### config.mk
export PLATFORM = sky130hd
export DESIGN_NAME = flash_fifo_irq
export DESIGN_NICKNAME = d
export VERILOG_FILES = /design/src/rtl/flash_fifo_pkg.sv /design/src/rtl/fifo_store.sv /design/src/rtl/lvl_watch.sv /design/src/rtl/irq_bank.sv /design/src/rtl/flash_fifo_irq.sv
export SDC_FILE = /design/constraint.sdc
export NUM_CORES = 1
export LEC_CHECK = 0
export BUFFER_PORTS_ARGS = -buffer_cell sky130_fd_sc_hd__buf_2
export CORE_MARGIN = 8
export CORE_UTILIZATION = 58
export CTS_BUF_LIST = sky130_fd_sc_hd__clkbuf_8
export DETAILED_ROUTE_END_ITERATION = 16
export PLACE_DENSITY = 0.84
export SLEW_MARGIN = 40
export SYNTH_ARGS = -nofsm -noshare
export SYNTH_HDL_FRONTEND = slang
export SYNTH_SLANG_ARGS = --single-unit
### constraint.sdc
create_clock -name clk_i -period 6.42 [get_ports clk_i]
set_input_delay 0.963 -clock clk_i [delete_from_list [all_inputs] [get_ports clk_i]]
set_output_delay 0.963 -clock clk_i [all_outputs]
set_load 0.01 [all_outputs]
### src/rtl/flash_fifo_pkg.sv
package flash_fifo_pkg;
  localparam int IRQ_N = 4;
  typedef enum int {
    IRQ_PG_EMPTY = 0,
    IRQ_PG_LVL   = 1,
    IRQ_RD_FULL  = 2,
    IRQ_RD_LVL   = 3
  } irq_idx_e;
endpackage

### src/rtl/fifo_store.sv
module fifo_store #(
  parameter int W     = 32,
  parameter int DEPTH = 16,
  parameter int CW    = $clog2(DEPTH + 1)
) (
  input  logic          clk_i,
  input  logic          rst_ni,
  input  logic          clr_i,
  input  logic          push_i,
  input  logic [W-1:0]  push_data_i,
  input  logic          pop_i,
  output logic [W-1:0]  head_o,
  output logic [CW-1:0] cnt_q_o,
  output logic [CW-1:0] cnt_d_o,
  output logic          full_o,
  output logic          empty_o
);
  localparam int AW = (DEPTH > 1) ? $clog2(DEPTH) : 1;

  logic [W-1:0]  mem [DEPTH];
  logic [AW-1:0] wptr_q, rptr_q;
  logic [CW-1:0] cnt_q;

  function automatic logic [AW-1:0] adv(input logic [AW-1:0] p);
    return (p == AW'(DEPTH - 1)) ? '0 : p + 1'b1;
  endfunction

  assign cnt_d_o = clr_i ? '0 :
                   cnt_q + {{(CW-1){1'b0}}, push_i} - {{(CW-1){1'b0}}, pop_i};

  always_ff @(posedge clk_i or negedge rst_ni) begin
    if (!rst_ni) begin
      wptr_q <= '0;
      rptr_q <= '0;
      cnt_q  <= '0;
    end else if (clr_i) begin
      wptr_q <= '0;
      rptr_q <= '0;
      cnt_q  <= '0;
    end else begin
      if (push_i) wptr_q <= adv(wptr_q);
      if (pop_i)  rptr_q <= adv(rptr_q);
      cnt_q <= cnt_d_o;
    end
  end

  always_ff @(posedge clk_i) begin
    if (push_i && !clr_i) mem[wptr_q] <= push_data_i;
  end

  assign head_o  = mem[rptr_q];
  assign cnt_q_o = cnt_q;
  assign full_o  = (cnt_q == CW'(DEPTH));
  assign empty_o = (cnt_q == '0);
endmodule

### src/rtl/lvl_watch.sv
module lvl_watch #(
  parameter int CW   = 5,
  parameter int LW   = 5,
  parameter bit FILL = 1'b0
) (
  input  logic [CW-1:0] cnt_old_i,
  input  logic [CW-1:0] cnt_new_i,
  input  logic [LW-1:0] level_i,
  output logic          evt_o
);
  generate
    if (FILL) begin : g_fill
      assign evt_o = (int'(cnt_old_i) < int'(level_i)) &&
                     (int'(cnt_new_i) >= int'(level_i));
    end else begin : g_drain
      assign evt_o = (int'(cnt_old_i) > int'(level_i)) &&
                     (int'(cnt_new_i) <= int'(level_i));
    end
  endgenerate
endmodule

### src/rtl/irq_bank.sv
module irq_bank #(
  parameter int N = 4
) (
  input  logic         clk_i,
  input  logic         rst_ni,
  input  logic [N-1:0] evt_i,
  input  logic [N-1:0] clr_i,
  output logic [N-1:0] state_o
);
  logic [N-1:0] state_q;

  always_ff @(posedge clk_i or negedge rst_ni) begin
    if (!rst_ni) state_q <= '0;
    else         state_q <= (state_q & ~clr_i) | evt_i;
  end

  assign state_o = state_q;
endmodule

### src/rtl/flash_fifo_irq.sv
module flash_fifo_irq #(
  parameter int W       = 32,
  parameter int DEPTH   = 16,
  parameter int LVLW    = 5,
  parameter int LVL_RST = 15
) (
  input  logic                          clk_i,
  input  logic                          rst_ni,
  input  logic                          prog_op_active_i,
  input  logic                          fifo_clear_i,
  input  logic                          cfg_lvl_we_i,
  input  logic [LVLW-1:0]               cfg_prog_lvl_i,
  input  logic [LVLW-1:0]               cfg_rd_lvl_i,
  input  logic                          pf_in_valid_i,
  output logic                          pf_in_ready_o,
  input  logic [W-1:0]                  pf_in_data_i,
  output logic                          pf_out_valid_o,
  input  logic                          pf_out_ready_i,
  output logic [W-1:0]                  pf_out_data_o,
  input  logic                          rf_in_valid_i,
  output logic                          rf_in_ready_o,
  input  logic [W-1:0]                  rf_in_data_i,
  output logic                          rf_out_valid_o,
  input  logic                          rf_out_ready_i,
  output logic [W-1:0]                  rf_out_data_o,
  output logic                          pf_full_o,
  output logic                          pf_empty_o,
  output logic                          rf_full_o,
  output logic                          rf_empty_o,
  input  logic [flash_fifo_pkg::IRQ_N-1:0] irq_clr_i,
  output logic [flash_fifo_pkg::IRQ_N-1:0] irq_state_o
);
  import flash_fifo_pkg::*;

  localparam int CW = $clog2(DEPTH + 1);

  logic [LVLW-1:0] prog_lvl_q, rd_lvl_q;
  logic [CW-1:0]   pf_cnt_q, pf_cnt_d, rf_cnt_q, rf_cnt_d;
  logic            pf_push, pf_pop, rf_push, rf_pop;
  logic [IRQ_N-1:0] evt;

  // threshold registers
  always_ff @(posedge clk_i or negedge rst_ni) begin
    if (!rst_ni) begin
      prog_lvl_q <= LVLW'(LVL_RST);
      rd_lvl_q   <= LVLW'(LVL_RST);
    end else if (cfg_lvl_we_i) begin
      prog_lvl_q <= cfg_prog_lvl_i;
      rd_lvl_q   <= cfg_rd_lvl_i;
    end
  end

  // stream handshakes
  assign pf_in_ready_o  = prog_op_active_i && !fifo_clear_i && !pf_full_o;
  assign pf_out_valid_o = !fifo_clear_i && !pf_empty_o;
  assign rf_in_ready_o  = !fifo_clear_i && !rf_full_o;
  assign rf_out_valid_o = !fifo_clear_i && !rf_empty_o;

  assign pf_push = pf_in_valid_i  && pf_in_ready_o;
  assign pf_pop  = pf_out_valid_o && pf_out_ready_i;
  assign rf_push = rf_in_valid_i  && rf_in_ready_o;
  assign rf_pop  = rf_out_valid_o && rf_out_ready_i;

  fifo_store #(.W(W), .DEPTH(DEPTH), .CW(CW)) i_pf (
    .clk_i, .rst_ni, .clr_i(fifo_clear_i),
    .push_i(pf_push), .push_data_i(pf_in_data_i), .pop_i(pf_pop),
    .head_o(pf_out_data_o), .cnt_q_o(pf_cnt_q), .cnt_d_o(pf_cnt_d),
    .full_o(pf_full_o), .empty_o(pf_empty_o)
  );

  fifo_store #(.W(W), .DEPTH(DEPTH), .CW(CW)) i_rf (
    .clk_i, .rst_ni, .clr_i(fifo_clear_i),
    .push_i(rf_push), .push_data_i(rf_in_data_i), .pop_i(rf_pop),
    .head_o(rf_out_data_o), .cnt_q_o(rf_cnt_q), .cnt_d_o(rf_cnt_d),
    .full_o(rf_full_o), .empty_o(rf_empty_o)
  );

  // status-edge causes
  assign evt[IRQ_PG_EMPTY] = (pf_cnt_q != '0) && (pf_cnt_d == '0);
  assign evt[IRQ_RD_FULL]  = (rf_cnt_q != CW'(DEPTH)) && (rf_cnt_d == CW'(DEPTH));

  // threshold causes: program drains, read fills
  lvl_watch #(.CW(CW), .LW(LVLW), .FILL(1'b0)) i_pf_lvl (
    .cnt_old_i(pf_cnt_q), .cnt_new_i(pf_cnt_d), .level_i(prog_lvl_q),
    .evt_o(evt[IRQ_PG_LVL])
  );
  lvl_watch #(.CW(CW), .LW(LVLW), .FILL(1'b1)) i_rf_lvl (
    .cnt_old_i(rf_cnt_q), .cnt_new_i(rf_cnt_d), .level_i(rd_lvl_q),
    .evt_o(evt[IRQ_RD_LVL])
  );

  irq_bank #(.N(IRQ_N)) i_irq (
    .clk_i, .rst_ni, .evt_i(evt), .clr_i(irq_clr_i), .state_o(irq_state_o)
  );
endmodule

# Word level (Yosys, flattened, before mapping)
# Memories as Yosys holds them, arrays and structs flattened.
# Cells that the tools add are included.
dict set report word_totals {
  reg_bits 40
  ramBits 1024
  in_bits 87
  output_inout_bits 76
  wordCells 82
  n_memories 2
}
# name words word_bits read_ports rd_ports_with_merged_regs write_ports line_no
set memory_table {}
lappend memory_table {i_pf.mem 16 32 1 0 1 fifo_store.sv:20} ;# logic [W-1:0] mem [DEPTH];
lappend memory_table {i_rf.mem 16 32 1 0 1 fifo_store.sv:20}
dict set report classes {
  addsub 8
  order_cmp 4
  n_eq_ne 8
  muxes 20
  n_bitwise 3
  reduce_logical 28
}
# op count
set op_table {}
lappend op_table {{4-bit two-way mux} 12}
lappend op_table {{5-bit two-way mux} 4}
lappend op_table {{4-bit by 1-bit adder with 4-bit output (second input constant)} 4}
lappend op_table {{4-bit equality test (second input constant)} 4}
lappend op_table {{5-bit equality test (second input constant)} 3}
lappend op_table {{1-bit logical AND} 15}
lappend op_table {{5-bit zero test} 3}
lappend op_table {{5-bit by 1-bit adder with 5-bit output} 2}
lappend op_table {{5-bit by 1-bit subtractor with 5-bit output} 2}
lappend op_table {{2-bit nonzero test} 4}
lappend op_table {{5-bit greater-or-equal comparator} 1}
lappend op_table {{5-bit > comparator} 1}
lappend op_table {{5-bit less-or-equal comparator} 1}
lappend op_table {{1-bit zero test} 5}
lappend op_table {{5-bit less-than comparator} 1}
lappend op_table {{5-bit inequality test (second input constant)} 1}
lappend op_table {{5-bit nonzero test} 1}
lappend op_table {{4-bit bitwise AND} 1}
lappend op_table {{1-bit two-way mux} 4}
lappend op_table {{4-bit inverter} 1}
lappend op_table {{4-bit bitwise OR} 1}

# Longest topological paths before layout
# Gate-level depths: netlist (run 1).
dict set report logic_depth {
  ltp_word 10
  depth_mapped 20
  mapped_depth_nobuf 19
}

# By module
# Synthesis (run 1) repeated with hierarchy kept, for this count alone.
dict set report unflattened {
  hier_cells 2029
  area_unflattened_um2 42178.0
}
# mod instances cells_each area_each_um2 seq_area_each_um2
set by_module_without_submodules {}
lappend by_module_without_submodules {fifo_store 2 962 20552.2 15700.1}
lappend by_module_without_submodules {flash_fifo_irq 1 36 473.0 260.2}
lappend by_module_without_submodules {{lvl_watch at i_pf_lvl} 1 31 249.0 0.0}
lappend by_module_without_submodules {{lvl_watch at i_rf_lvl} 1 26 206.4 0.0}
lappend by_module_without_submodules {irq_bank 1 12 145.1 100.1}

# Least setup slack after synthesis (run 1)
# Ideal clock, no wire load.
dict set report synth_timing {
  kind {input -> register}
  start {in fifo_clear_i}
  end {mem i_rf.mem[3][0], enable pin}
  setup_ns 0.461
  arrival_time_ns 3.959
  t_required_ns 5.959
  setup_slack_ns 2.000
  stages 6
  n_path_buf 2
  path_cell_list {buf_2 nor2_1 and2_1 buf_2 nand2_1 nor3_1}
}
dict set report synth_via {
  elab_chain_cells 6
}
# element line_no
set synth_lines {}
lappend synth_lines {{start, declared} flash_fifo_irq.sv:10} ;# input logic fifo_clear_i,
lappend synth_lines {{1-bit zero test} flash_fifo_irq.sv:56} ;# assign rf_in_ready_o = !fifo_clear_i && !rf_full_o;
lappend synth_lines {{1-bit logical AND} flash_fifo_irq.sv:56}
lappend synth_lines {{named net rf_in_ready_o} flash_fifo_irq.sv:21} ;# output logic rf_in_ready_o,
lappend synth_lines {{1-bit logical AND} flash_fifo_irq.sv:61} ;# assign rf_push = rf_in_valid_i && rf_in_ready_o;
lappend synth_lines {{1-bit logical AND} fifo_store.sv:48} ;# if (push_i && !clr_i) mem[wptr_q] <= push_data_i;
lappend synth_lines {{1-bit two-way mux} fifo_store.sv:48}
lappend synth_lines {{1-bit two-way mux (not written as such)} fifo_store.sv:48}
lappend synth_lines {{end, declared} fifo_store.sv:20}
# The timed path passes the listed nets, and every way through them passes these cells.

# Final worst setup path (run 1)
dict set report layout_timing {
  start {reg i_pf.rptr_q[0]}
  end {out pf_out_data_o[0]}
}
dict set report layout_via {
  elab_chain_cells 1
}
# element line_no
set layout_lines {}
lappend layout_lines {{start, declared} fifo_store.sv:21} ;# logic [AW-1:0] wptr_q, rptr_q;
lappend layout_lines {{start signal, assigned} fifo_store.sv:42} ;# if (pop_i) rptr_q <= adv(rptr_q);
lappend layout_lines {{memory read 16 x 32 bit} -}
lappend layout_lines {{end, declared} flash_fifo_irq.sv:19} ;# output logic [W-1:0] pf_out_data_o,
# No other way between the ends.

==> metrics.txt, run 1 <==
# TYPE chip_impl_metric gauge
chip_impl_metric{name="post-synth-top-area-fraction",unit="%"} 74.3
chip_impl_info{name="worst_hold_path_type",value="input port to asynchronous set/reset pin"} 1
chip_impl_metric{name="timing_worst_slew_pin_value",unit="ns"} 0.765
chip_impl_metric{name="cts_repair_resize_count",unit=""} 0
chip_impl_metric{name="finalNetCount",unit=""} 2264
chip_impl_metric{name="cts.reportedPaths.clkPinSlew",unit="ns"} 0.05
chip_impl_metric{name="timing.slew.headroom",unit="%"} 49.0
chip_impl_metric{name="multiInputGateArea",unit="mm²"} 0.00926
chip_impl_metric{name="synthesis.area",unit="mm²"} 0.0414
chip_impl_metric{name="die-height",unit="µm"} 283
chip_impl_metric{name="dp_hpwl",unit="mm"} 49.7
chip_impl_metric{name="drtIter0Drc",unit=""} 2155
chip_impl_metric{name="post-route-min-period",unit="ns"} 4.69
chip_impl_metric{name="netSwitchingPower",unit="W"} 0.00431
chip_impl_metric{name="share_clk_of_total_power",unit="%"} 32.5
chip_impl_metric{name="drv.max_cap_violation_count",unit=""} 0
chip_impl_metric{name="gp_routability_congestion",unit=""} 0.819
chip_impl_metric{name="crit_share_post_route",unit="%"} 73.1
chip_impl_metric{name="clockBufferDepth",unit=""} 3
chip_impl_metric{name="async_reset_ff_share",unit="%"} 3.76
chip_impl_metric{name="fin_tns_setup",unit="ns"} 0
chip_impl_info{name="synth.top_cells.by_area",value="edfxtp_1, mux4_2, dfrtp_1, ha_1, mux2i_1"} 1
chip_impl_info{name="crit_chain",value="buf_4, buf_4, mux4_2, mux4_2, buf_2"} 1
chip_impl_metric{name="grt_start_max_net_pins",unit=""} 74
chip_impl_metric{name="firstDrtPassIters",unit=""} 5
chip_impl_metric{name="p_leak",unit="nW"} 15.0
chip_impl_metric{name="clk_latency",unit="ns"} 0.82
chip_impl_metric{name="post-cts-setup-buffer-count",unit=""} 0
chip_impl_metric{name="worst_path_bufs_invs",unit=""} 3
chip_impl_info{name="ys_dominant_reg_cell",value="edfxtp_1"} 1
chip_impl_info{name="most-common-layout-cells",value="edfxtp_1, mux4_2, clkbuf_8, buf_2, inv_1"} 1
chip_impl_metric{name="synth-seq-cells",unit=""} 1064
chip_impl_metric{name="synthesis.area_per_instance",unit="µm²"} 22.4
chip_impl_metric{name="die-width",unit="µm"} 283
chip_impl_metric{name="worst-endpoint-arrival",unit="ns"} 3.73
chip_impl_metric{name="post_synth_num_cell_types",unit=""} 53
chip_impl_metric{name="worst-r2r-setup-slack",unit="ns"} 2.35
chip_impl_metric{name="final_hold_slack",unit="ns"} 0.165
chip_impl_metric{name="globalRoute.totalOverflow",unit=""} 0
chip_impl_info{name="crit_slowest_cell",value="buf_4"} 1
chip_impl_metric{name="report.final.setup_viol",unit=""} 0
chip_impl_metric{name="number_of_enable_flip_flop_cells_after_synthesis",unit=""} 1024
chip_impl_info{name="cts_tree",value="done"} 1
chip_impl_metric{name="design.die.area",unit="mm²"} 0.0802
chip_impl_metric{name="core_area",unit="mm²"} 0.0711
chip_impl_info{name="outcome",value="complete, no violations"} 1
chip_impl_metric{name="track_usage",unit="%"} 22.4
chip_impl_info{name="end_kind",value="output pin"} 1
chip_impl_metric{name="max-vdd-ir-drop",unit="µV"} 263
chip_impl_info{name="critPathLaunchType",value="flip-flop"} 1
chip_impl_metric{name="combinationalPowerShare",unit="%"} 19.0
chip_impl_metric{name="skew",unit="ns"} 0.0470
chip_impl_metric{name="finalMaxSlewViolations",unit=""} 0
chip_impl_metric{name="worst-endpoint-required",unit="ns"} 5.46
chip_impl_metric{name="cts.sink_count",unit=""} 1064
chip_impl_metric{name="synthesis.yosys.warnings",unit=""} 0
chip_impl_metric{name="drtAntennaViolNets",unit=""} 0
chip_impl_metric{name="p_per_area",unit="mW/mm²"} 347
chip_impl_info{name="criticalPathCategory",value="flip-flop to output pin"} 1
chip_impl_metric{name="n_fill_cell",unit=""} 4320
chip_impl_metric{name="synth.net_count",unit=""} 1979
chip_impl_metric{name="crit_fanout",unit=""} 29
chip_impl_metric{name="postSynthCellCount",unit=""} 1849
chip_impl_metric{name="maxClockFrequency",unit="MHz"} 213
chip_impl_info{name="ctsRootBufferMaster",value="clkbuf_8"} 1
chip_impl_metric{name="power.share.switching",unit="%"} 26.5
chip_impl_metric{name="grt_first_pass_wirelength",unit="mm"} 133
chip_impl_metric{name="drive_gt1_share",unit="%"} 33.8
chip_impl_metric{name="first_global_vias",unit=""} 21300
chip_impl_metric{name="timing.critical_path.slowest_cell_delay",unit="ns"} 0.60
chip_impl_info{name="post-synth-top-area-cell",value="edfxtp_1"} 1
chip_impl_info{name="timing.critical_path.max_delay_family",value="buffers and inverters"} 1
chip_impl_info{name="grt_setup_unrepaired",value="no"} 1
chip_impl_metric{name="detailroute.via_count",unit=""} 19900
chip_impl_metric{name="area.growth.synth_to_final",unit="%"} 13.0
chip_impl_metric{name="total_power",unit="W"} 0.0162
chip_impl_metric{name="internal_power",unit="W"} 0.0119
chip_impl_info{name="layout.cells.most_common",value="edfxtp_1"} 1
chip_impl_metric{name="initial_core_utilization",unit="%"} 58.2
chip_impl_metric{name="std_cell_rows",unit=""} 98
chip_impl_metric{name="number_of_buffers_inserted_by_hold_repair_at_cts",unit=""} 0
chip_impl_metric{name="via_per_inst",unit=""} 6.19
chip_impl_metric{name="pwr-share-seq",unit="%"} 48.4
chip_impl_metric{name="drc_markers",unit=""} 0
chip_impl_metric{name="cts_buffers",unit=""} 165
chip_impl_metric{name="ys_seq_area_share",unit="%"} 76.7
chip_impl_metric{name="detail_route.wl_per_cell",unit="µm"} 28.3
chip_impl_metric{name="maximum_level_of_the_cts_h_tree",unit=""} 4
chip_impl_metric{name="postRouteWirelength",unit="mm"} 91.0
chip_impl_metric{name="timing.final.hold_violations",unit=""} 0
chip_impl_metric{name="layout.area.seq",unit="mm²"} 0.0318
chip_impl_metric{name="port_buffers",unit=""} 162
chip_impl_metric{name="number_of_antenna_violations_at_the_first_check_in_global_routing",unit=""} 14
chip_impl_metric{name="io-pin-count",unit=""} 163
==> metal layers <==
layer	up-vias	GRT usage (%)	wire, µm
li1	8343	-	-
met1	10400	26.6	32200
met2	982	39.2	48400
met3	215	5.81	7500
met4	4	8.57	2870
met5	-	0	27
==> area by class of cell <==
cell class | count | area share, %
Timing Repair Buffer | 214 | 2.81
Inverter | 37 | 0.297
Sequential cell | 1064 | 68.0
Clock inverter | 122 | 1.63
Multi-Input combinational cell | 652 | 19.8
Antenna cell | 12 | 0.0642
Tap cell | 950 | 2.54
Clock buffer | 166 | 4.89
==> sequential cells by signal, summed over array words and instances, names as in the netlist <==
register       cells
rd_lvl_q           5
i_rf.cnt_q_o       5
i_pf.wptr_q        4
i_rf.wptr_q        4
i_irq.state_o      4
i_pf.rptr_q        4
i_pf.cnt_q_o       5
i_rf.mem         512
i_rf.rptr_q        4
prog_lvl_q         5
i_pf.mem         512
==> cells by family (layout without fill, tap and decap cells) <==
logic type | Yosys count | in the layout | share of synthesized area (%)
XOR/XNOR | 11 | 11 | 0.233
other | 0 | 12 | 0
AND/OR/NAND/NOR | 156 | 156 | 1.91
multiplexers | 322 | 322 | 16.5
flip-flops | 1064 | 1064 | 76.7
buffers and inverters | 133 | 539 | 1.47
adder cells (fa/ha/maj) | 43 | 43 | 1.34
AO/OA/AOI/OAI | 120 | 120 | 1.82
==> final timing paths <==
kind,to,depth (start not counted),startpoint
worst max-delay path,pf_out_data_o[0],5,i_pf.rptr_q[0]
worst min-delay path,i_pf.wptr_q[1],1,rst_ni
worst max register to register,i_irq.state_o[1],18,i_pf.cnt_q_o[3]
worst min register to register,rd_lvl_q[0],2,rd_lvl_q[0]
max in group asynchronous,i_rf.rptr_q[1],1,rst_ni
min in group clk_i,i_irq.state_o[1],2,irq_clr_i[1]
==> cells in the mapped netlist, types with 8 or more instances <==
master and n:
edfxtp_1 1024, mux4_2 288, nor2_1 47, clkbuf_1 46, a21oi_1 43, ha_1 41, nand2_1 38, inv_1 35
nor2b_1 35, a211oi_1 33, mux2i_1 33, dfrtp_1 32, buf_2 27, o21ai_0 20, buf_1 12, buf_6 9
nor3_1 9, dfstp_2 8, nand2b_1 8
==> power by group through the flow <==
stage / Combinational, W / Clock [W] / Sequential [W]
after global routing: 0.00333 / 0.00566 / 0.00787
after detailed placement: 0.00302 / 0 / 0.00807
after global placement: 0.00283 / 0 / 0.00809
after CTS: 0.00305 / 0.00537 / 0.00793
after floorplan: 0.00227 / 0 / 0.00794
final: 0.00309 / 0.00528 / 0.00786
==> worst register-to-register path: cells and delay by family (launching register included) <==
family / cells / cell delay, ns
adders and majority gates: 5 / 1.38
DFF: 1 / 0.41
and+or+nand+nor: 4 / 1.18
xor gates and xnor gates: 1 / 0.10
AOI/OAI and AO/OA: 4 / 0.62
buffers and inverters: 4 / 0.29
==> per-stage QoR <==
stage | utilization, % | cells | setup WS [ns] | cell area [µm²]
after floorplan | - | 1849 | 2.00 | 41400
after global placement | 61.2 | 2912 | 1.98 | 43600
after detailed placement | 61.3 | 2914 | 1.83 | 43600
after CTS | 65.6 | 3202 | 1.58 | 46700
after global routing | 65.7 | 3210 | 1.50 | 46700
final | 65.8 | 3217 | 1.73 | 46800
Note: power is estimated with default switching activity, not from simulation.
==> inputs of run 2 (changes only) <==
==> constraint.sdc (replaced) <==
create_clock -name clk_i -period 4.5 [get_ports clk_i]
set_input_delay 0.675 -clock clk_i [delete_from_list [all_inputs] [get_ports clk_i]]
set_output_delay 0.675 -clock clk_i [all_outputs]
set_load 0.01 [all_outputs]
==> run 2 against run 1 <==
  * Clock-buffer cell count down 4
  * First-iteration DRC count is 3.5% higher
  * Sequential cell count unchanged
  * Die area unchanged
  * Global-route usage grew 0.26 points
  * Clock power is 36% higher
  * Final cell count grew 0.19%
  * Critical path depth is 14 higher
  * Sequential power is 44% higher
==> metrics.txt, run 2 (synthesis gave the netlist of run 1 again) <==
# TYPE chip_impl_metric gauge
chip_impl_metric{name="maximum_level_of_the_cts_h_tree",unit=""} 4
chip_impl_metric{name="postRouteWirelength",unit="mm"} 91.9
chip_impl_metric{name="die-width",unit="µm"} 283
chip_impl_metric{name="post-cts-setup-buffer-count",unit=""} 0
chip_impl_metric{name="cts.sink_count",unit=""} 1064
chip_impl_info{name="critPathLaunchType",value="flip-flop"} 1
chip_impl_metric{name="clockBufferDepth",unit=""} 3
chip_impl_metric{name="port_buffers",unit=""} 162
chip_impl_metric{name="timing.slew.headroom",unit="%"} 44.6
chip_impl_metric{name="detailroute.via_count",unit=""} 20200
chip_impl_metric{name="design.die.area",unit="mm²"} 0.0802
chip_impl_metric{name="detail_route.wl_per_cell",unit="µm"} 28.5
chip_impl_metric{name="timing.final.hold_violations",unit=""} 0
chip_impl_metric{name="crit_share_post_route",unit="%"} 88.6
chip_impl_info{name="worst_hold_path_type",value="input port to flip-flop"} 1
chip_impl_info{name="layout.cells.most_common",value="edfxtp_1"} 1
chip_impl_metric{name="post-route-min-period",unit="ns"} 3.99
chip_impl_info{name="most-common-layout-cells",value="edfxtp_1, mux4_2, clkbuf_8, buf_2, inv_1"} 1
chip_impl_metric{name="gp_routability_congestion",unit=""} 0.819
chip_impl_metric{name="track_usage",unit="%"} 22.7
chip_impl_metric{name="p_leak",unit="nW"} 15.0
chip_impl_info{name="cts_tree",value="done"} 1
chip_impl_metric{name="p_per_area",unit="mW/mm²"} 488
chip_impl_metric{name="cts_buffers",unit=""} 161
chip_impl_metric{name="final_hold_slack",unit="ns"} 0.0903
chip_impl_metric{name="drtIter0Drc",unit=""} 2230
chip_impl_metric{name="cts.reportedPaths.clkPinSlew",unit="ns"} 0.07
chip_impl_info{name="outcome",value="complete, no violations"} 1
chip_impl_metric{name="report.final.setup_viol",unit=""} 0
chip_impl_metric{name="clk_latency",unit="ns"} 0.83
chip_impl_metric{name="maxClockFrequency",unit="MHz"} 251
chip_impl_metric{name="worst-endpoint-arrival",unit="ns"} 4.65
chip_impl_metric{name="drive_gt1_share",unit="%"} 33.6
chip_impl_metric{name="die-height",unit="µm"} 283
chip_impl_metric{name="number_of_antenna_violations_at_the_first_check_in_global_routing",unit=""} 18
chip_impl_metric{name="finalMaxSlewViolations",unit=""} 0
chip_impl_metric{name="first_global_vias",unit=""} 21500
chip_impl_metric{name="dp_hpwl",unit="mm"} 51.4
chip_impl_metric{name="drv.max_cap_violation_count",unit=""} 0
chip_impl_metric{name="initial_core_utilization",unit="%"} 58.2
chip_impl_metric{name="cts_repair_resize_count",unit=""} 0
chip_impl_metric{name="grt_start_max_net_pins",unit=""} 72
chip_impl_metric{name="via_per_inst",unit=""} 6.28
chip_impl_metric{name="io-pin-count",unit=""} 163
chip_impl_metric{name="drc_markers",unit=""} 0
chip_impl_info{name="ctsRootBufferMaster",value="clkbuf_8"} 1
chip_impl_metric{name="globalRoute.totalOverflow",unit=""} 0
chip_impl_metric{name="max-vdd-ir-drop",unit="µV"} 317
chip_impl_metric{name="drtAntennaViolNets",unit=""} 0
chip_impl_metric{name="std_cell_rows",unit=""} 98
chip_impl_metric{name="skew",unit="ns"} 0.0679
chip_impl_metric{name="crit_fanout",unit=""} 9
chip_impl_info{name="grt_setup_unrepaired",value="no"} 1
chip_impl_metric{name="area.growth.synth_to_final",unit="%"} 13.1
chip_impl_info{name="end_kind",value="flip-flop"} 1
chip_impl_metric{name="timing_worst_slew_pin_value",unit="ns"} 0.829
chip_impl_info{name="layout_top_registers",value="i_pf.mem x512, i_rf.mem x512"} 1
chip_impl_metric{name="worst-endpoint-required",unit="ns"} 5.16
chip_impl_info{name="criticalPathCategory",value="flip-flop to flip-flop"} 1
chip_impl_metric{name="fin_tns_setup",unit="ns"} 0
chip_impl_metric{name="firstDrtPassIters",unit=""} 5
chip_impl_metric{name="grt_first_pass_wirelength",unit="mm"} 136
chip_impl_metric{name="finalNetCount",unit=""} 2273
chip_impl_metric{name="core_area",unit="mm²"} 0.0711
==> run 2: changes by cell type in the layout (fill, tap and decap cells not counted), moves of 2 or more <==
cell	previous run	this run
bufinv_16	5	0
inv_16	1	5
clkinv_8	2	4
buf_12	6	14
clkbuf_8	166	162
buf_4	43	49
buf_6	2	0
clkinvlp_4	1	3
clkinv_2	18	10
inv_1	85	80
inv_8	2	0
inv_12	7	3
clkinv_1	35	48
==> run 2: power breakdown <==
group,switching [W],internal (W),leakage [nW]
clock,0.00374,0.00344,1.63
combinational,0.00216,0.00220,3.63
sequential,0.000237,0.0110,9.71
==> run 2: critical path, cell delays in order, from the launching register on <==
cell and delay [ns]:
dfrtp_1 0.39, inv_1 0.08, ha_1 0.20, and4bb_2 0.27
nor2_1 0.12, and2_1 0.33, inv_1 0.13, ha_1 0.31
inv_1 0.06, ha_1 0.15, inv_1 0.06, fa_1 0.42
nand2b_1 0.17, a21oi_1 0.16, xnor2_1 0.11, nor2_1 0.19
ha_1 0.29, a21oi_1 0.16, a21oi_1 0.09, a22o_1 0.20
==> run 2: through the flow <==
| stage | total power [W] | utilization (%) | cell area (µm²) | cells | setup slack, ns |
|---|---|---|---|---|---|
| detailed placement | 0.0159 | 61.7 | 43900 | 2929 | 0.470 |
| floorplan | 0.0146 | - | 41400 | 1849 | 0.340 |
| global placement | 0.0157 | 61.6 | 43800 | 2926 | 0.667 |
| CTS | 0.0230 | 65.8 | 46800 | 3212 | 0.411 |
| global route | 0.0237 | 65.8 | 46800 | 3219 | 0.280 |
| finish | 0.0228 | 65.8 | 46800 | 3223 | 0.512 |
==> run 2: layer usage <==
layer	global-route usage, %	up-vias	part of all wire (%)
li1	-	8363	-
met1	27.6	10600	35
met2	39.7	1091	54
met3	4.96	209	8.3
met4	8.67	8	3.2
met5	0	-	0.060
==> run 2: cell type report <==
type	instances	area, µm²
Inverter	37	139
Fill cell	4278	24300
Multi-Input combinational cell	652	9250
Tap cell	950	1190
Antenna cell	11	27.5
Timing Repair Buffer	227	1520
Sequential cell	1064	31800
Clock inverter	120	674
Clock buffer	162	2230
==> run 2: timing repair <==
| item | CTS | global route |
|---|---|---|
| setup endpoints to repair | 0 | 0 |
| hold buffers | 1 | 0 |
| hold endpoints to repair | 32 | 0 |
==> run 2: path summary, 6_finish.rpt <==
kind | from | to | slack [ns] | cells past startpoint
worst max-delay path | i_rf.cnt_q_o[2] | i_irq.state_o[3] | 0.51 | 19
worst min-delay path | irq_clr_i[0] | i_irq.state_o[0] | 0.09 | 2
worst max register to register | i_rf.cnt_q_o[2] | i_irq.state_o[3] | 0.51 | 19
worst min register to register | i_irq.state_o[2] | i_irq.state_o[2] | 0.52 | 1
max in group asynchronous | rst_ni | i_pf.rptr_q[0] | 3.67 | 2
min in group asynchronous | rst_ni | i_pf.cnt_q_o[4] | 0.42 | 2
==> inputs of run 3 (changes only) <==
--- a/config.mk
+++ b/config.mk
@@ -10,7 +10,9 @@
 export CORE_UTILIZATION = 58
 export CTS_BUF_LIST = sky130_fd_sc_hd__clkbuf_8
 export DETAILED_ROUTE_END_ITERATION = 16
+export HOLD_SLACK_MARGIN = 0.08
 export PLACE_DENSITY = 0.84
+export REMOVE_ABC_BUFFERS = 1
 export SLEW_MARGIN = 40
 export SYNTH_ARGS = -nofsm -noshare
 export SYNTH_HDL_FRONTEND = slang
==> run 3 against run 2 <==
  * Worst hold slack better by 0.072 ns
  * Clock skew decreased by 0.023 ns
  * Highest routed layer unchanged
  * Routed wire length down 3.4%
  * Clock-buffer cell count rose by 4
  * Global-route usage is 0.67 points lower
  * Critical path type is now flip-flop to output pin
  * Die area is the same
  * Sequential power about the same
  * Sequential share of layout area fell by 0.11 points
  * Setup slack worse by 0.047 ns
  * Design area grew 0.16%
  * Via count is 0.65% lower
  * Total power increased by 0.31%
==> metrics.txt, run 3 (synthesis gave the netlist of run 1 again) <==
# TYPE chip_impl_metric gauge
chip_impl_metric{name="clockBufferDepth",unit=""} 3
chip_impl_metric{name="post-cts-setup-buffer-count",unit=""} 0
chip_impl_info{name="layout.cells.most_common",value="edfxtp_1"} 1
chip_impl_metric{name="place.detailed.instances",unit=""} 2922
chip_impl_metric{name="cts_buffers",unit=""} 165
chip_impl_metric{name="finalInstanceArea",unit="mm²"} 0.0469
chip_impl_metric{name="maximum_level_of_the_cts_h_tree",unit=""} 4
chip_impl_metric{name="drv.max_cap_violation_count",unit=""} 0
chip_impl_metric{name="timing.final.hold_violations",unit=""} 0
chip_impl_info{name="crit_slowest_cell",value="dfrtp_4"} 1
chip_impl_metric{name="crit_share_post_route",unit="%"} 89.7
chip_impl_metric{name="grt_start_max_net_pins",unit=""} 65
chip_impl_metric{name="max-vdd-ir-drop",unit="µV"} 369
chip_impl_metric{name="track_usage",unit="%"} 22.0
chip_impl_metric{name="finalNetCount",unit=""} 2281
chip_impl_metric{name="skew",unit="ns"} 0.0450
chip_impl_metric{name="final_cells",unit=""} 3230
chip_impl_info{name="critical-path-top-cell-by-count",value="mux4_2"} 1
chip_impl_metric{name="io-pin-count",unit=""} 163
chip_impl_info{name="crit_chain",value="buf_12, mux4_2, mux4_2, buf_2"} 1
chip_impl_metric{name="postRouteWirelength",unit="mm"} 88.8
chip_impl_metric{name="worst-endpoint-arrival",unit="ns"} 3.36
chip_impl_metric{name="drtIter0Drc",unit=""} 2080
chip_impl_info{name="layout_top_registers",value="i_pf.mem x512, i_rf.mem x512"} 1
chip_impl_metric{name="placed_cell_area",unit="mm²"} 0.0438
chip_impl_info{name="grt_setup_unrepaired",value="no"} 1
chip_impl_metric{name="via_per_inst",unit=""} 6.23
chip_impl_metric{name="detail_route.wl_per_cell",unit="µm"} 27.5
chip_impl_metric{name="firstDrtPassIters",unit=""} 5
chip_impl_metric{name="port_buffers",unit=""} 162
chip_impl_metric{name="n_fill_cell",unit=""} 4276
chip_impl_metric{name="globalRoute.totalOverflow",unit=""} 0
chip_impl_metric{name="core_area",unit="mm²"} 0.0711
chip_impl_metric{name="detailroute.via_count",unit=""} 20100
chip_impl_metric{name="finalCoreUtilization",unit="%"} 65.9
chip_impl_metric{name="initial_core_utilization",unit="%"} 58.2
chip_impl_metric{name="timing_worst_slew_pin_value",unit="ns"} 0.768
chip_impl_metric{name="clk_latency",unit="ns"} 0.81
chip_impl_metric{name="first_global_vias",unit=""} 21400
chip_impl_info{name="most-common-layout-cells",value="edfxtp_1, mux4_2, clkbuf_8, buf_2, inv_1"} 1
chip_impl_metric{name="die-width",unit="µm"} 283
chip_impl_metric{name="die-height",unit="µm"} 283
chip_impl_metric{name="crit_fanout",unit=""} 44
chip_impl_metric{name="std_cell_rows",unit=""} 98
chip_impl_metric{name="worst-endpoint-required",unit="ns"} 3.83
chip_impl_metric{name="cts.sink_count",unit=""} 1064
chip_impl_info{name="end_kind",value="output pin"} 1
chip_impl_info{name="ctsRootBufferMaster",value="clkbuf_8"} 1
chip_impl_metric{name="cts.reportedPaths.clkPinSlew",unit="ns"} 0.06
chip_impl_metric{name="maxClockFrequency",unit="MHz"} 248
chip_impl_metric{name="timing.slew.headroom",unit="%"} 48.8
chip_impl_metric{name="cts_repair_resize_count",unit=""} 0
chip_impl_metric{name="report.final.setup_viol",unit=""} 0
chip_impl_info{name="critPathLaunchType",value="flip-flop"} 1
chip_impl_metric{name="finalMaxSlewViolations",unit=""} 0
chip_impl_metric{name="dp_hpwl",unit="mm"} 48.4
chip_impl_metric{name="drtAntennaViolNets",unit=""} 0
chip_impl_info{name="outcome",value="complete, no violations"} 1
chip_impl_metric{name="post-route-min-period",unit="ns"} 4.04
chip_impl_info{name="worst_hold_path_type",value="input port to flip-flop"} 1
chip_impl_info{name="criticalPathCategory",value="flip-flop to output pin"} 1
chip_impl_info{name="cts_tree",value="done"} 1
chip_impl_metric{name="timing.critical_path.slowest_cell_delay",unit="ns"} 0.86
chip_impl_metric{name="number_of_buffers_inserted_by_hold_repair_at_cts",unit=""} 11
chip_impl_metric{name="p_leak",unit="nW"} 15.0
chip_impl_metric{name="drive_gt1_share",unit="%"} 33.5
chip_impl_metric{name="grt_first_pass_wirelength",unit="mm"} 132
chip_impl_metric{name="area.growth.synth_to_final",unit="%"} 13.3
chip_impl_metric{name="gp_routability_congestion",unit=""} 0.811
chip_impl_metric{name="drc_markers",unit=""} 0
chip_impl_metric{name="design.die.area",unit="mm²"} 0.0802
chip_impl_metric{name="p_per_area",unit="mW/mm²"} 488
chip_impl_metric{name="number_of_antenna_violations_at_the_first_check_in_global_routing",unit=""} 15
run 3: metal layers:
metal | part of all wire [%] | GRT usage, % | wire, µm
met3 | 9.1 | 5.72 | 8070
met5 | 0.041 | 0 | 36
met2 | 52 | 37.5 | 46300
met1 | 36 | 27.1 | 31900
met4 | 2.9 | 8.42 | 2560
run 3: critical path: cells and delay by family (launching register included):
family	cells	cell delay (ns)
buf+inv	2	0.57
flops	1	0.86
mux	2	1.09
run 3: per-stage QoR:
| step | setup WS [ns] | hold slack (ns) | total power, W | TNS (ns) |
|---|---|---|---|---|
| 2_1_floorplan | -2.38 | 0.379 | 0.0149 | -190.35 |
| 3_3_place_gp | 0.595 | 0.500 | 0.0156 | 0 |
| 3_5_place_dp | 0.511 | 0.500 | 0.0158 | 0 |
| 4_1_cts | 0.325 | 0.0821 | 0.0231 | 0 |
| 5_1_grt | 0.195 | 0.151 | 0.0238 | 0 |
| 6_report | 0.465 | 0.162 | 0.0229 | 0 |
run 3: final timing paths:
path	start	end	slack, ns	depth (start not counted)
max in group asynchronous	rst_ni	i_rf.rptr_q[0]	3.66	2
max	i_pf.rptr_q[0]	pf_out_data_o[13]	0.46	4
min in group asynchronous	rst_ni	i_irq.state_o[0]	0.42	2
min reg2reg	i_irq.state_o[2]	i_irq.state_o[2]	0.50	1
min	cfg_prog_lvl_i[1]	prog_lvl_q[1]	0.16	3
max reg2reg	i_pf.cnt_q_o[2]	i_irq.state_o[1]	0.52	19
run 3: area by class of cell:
type | instances | area, µm² | area share, %
multi-input cells | 652 | 9240 | 19.7
clock buffers | 166 | 2280 | 4.87
repair buffers | 231 | 1530 | 3.26
clock inverters | 119 | 693 | 1.48
well taps | 950 | 1190 | 2.54
flip-flops and latches | 1064 | 31800 | 67.8
diodes | 11 | 27.5 | 0.0587
inverters | 37 | 139 | 0.296
run 3: power breakdown:
group	switching (W)	total [W]	internal, W
sequential	0.000262	0.0113	0.0110
clock	0.00367	0.00729	0.00361
combinational	0.00210	0.00430	0.00220
total	0.00603	0.0229	0.0169
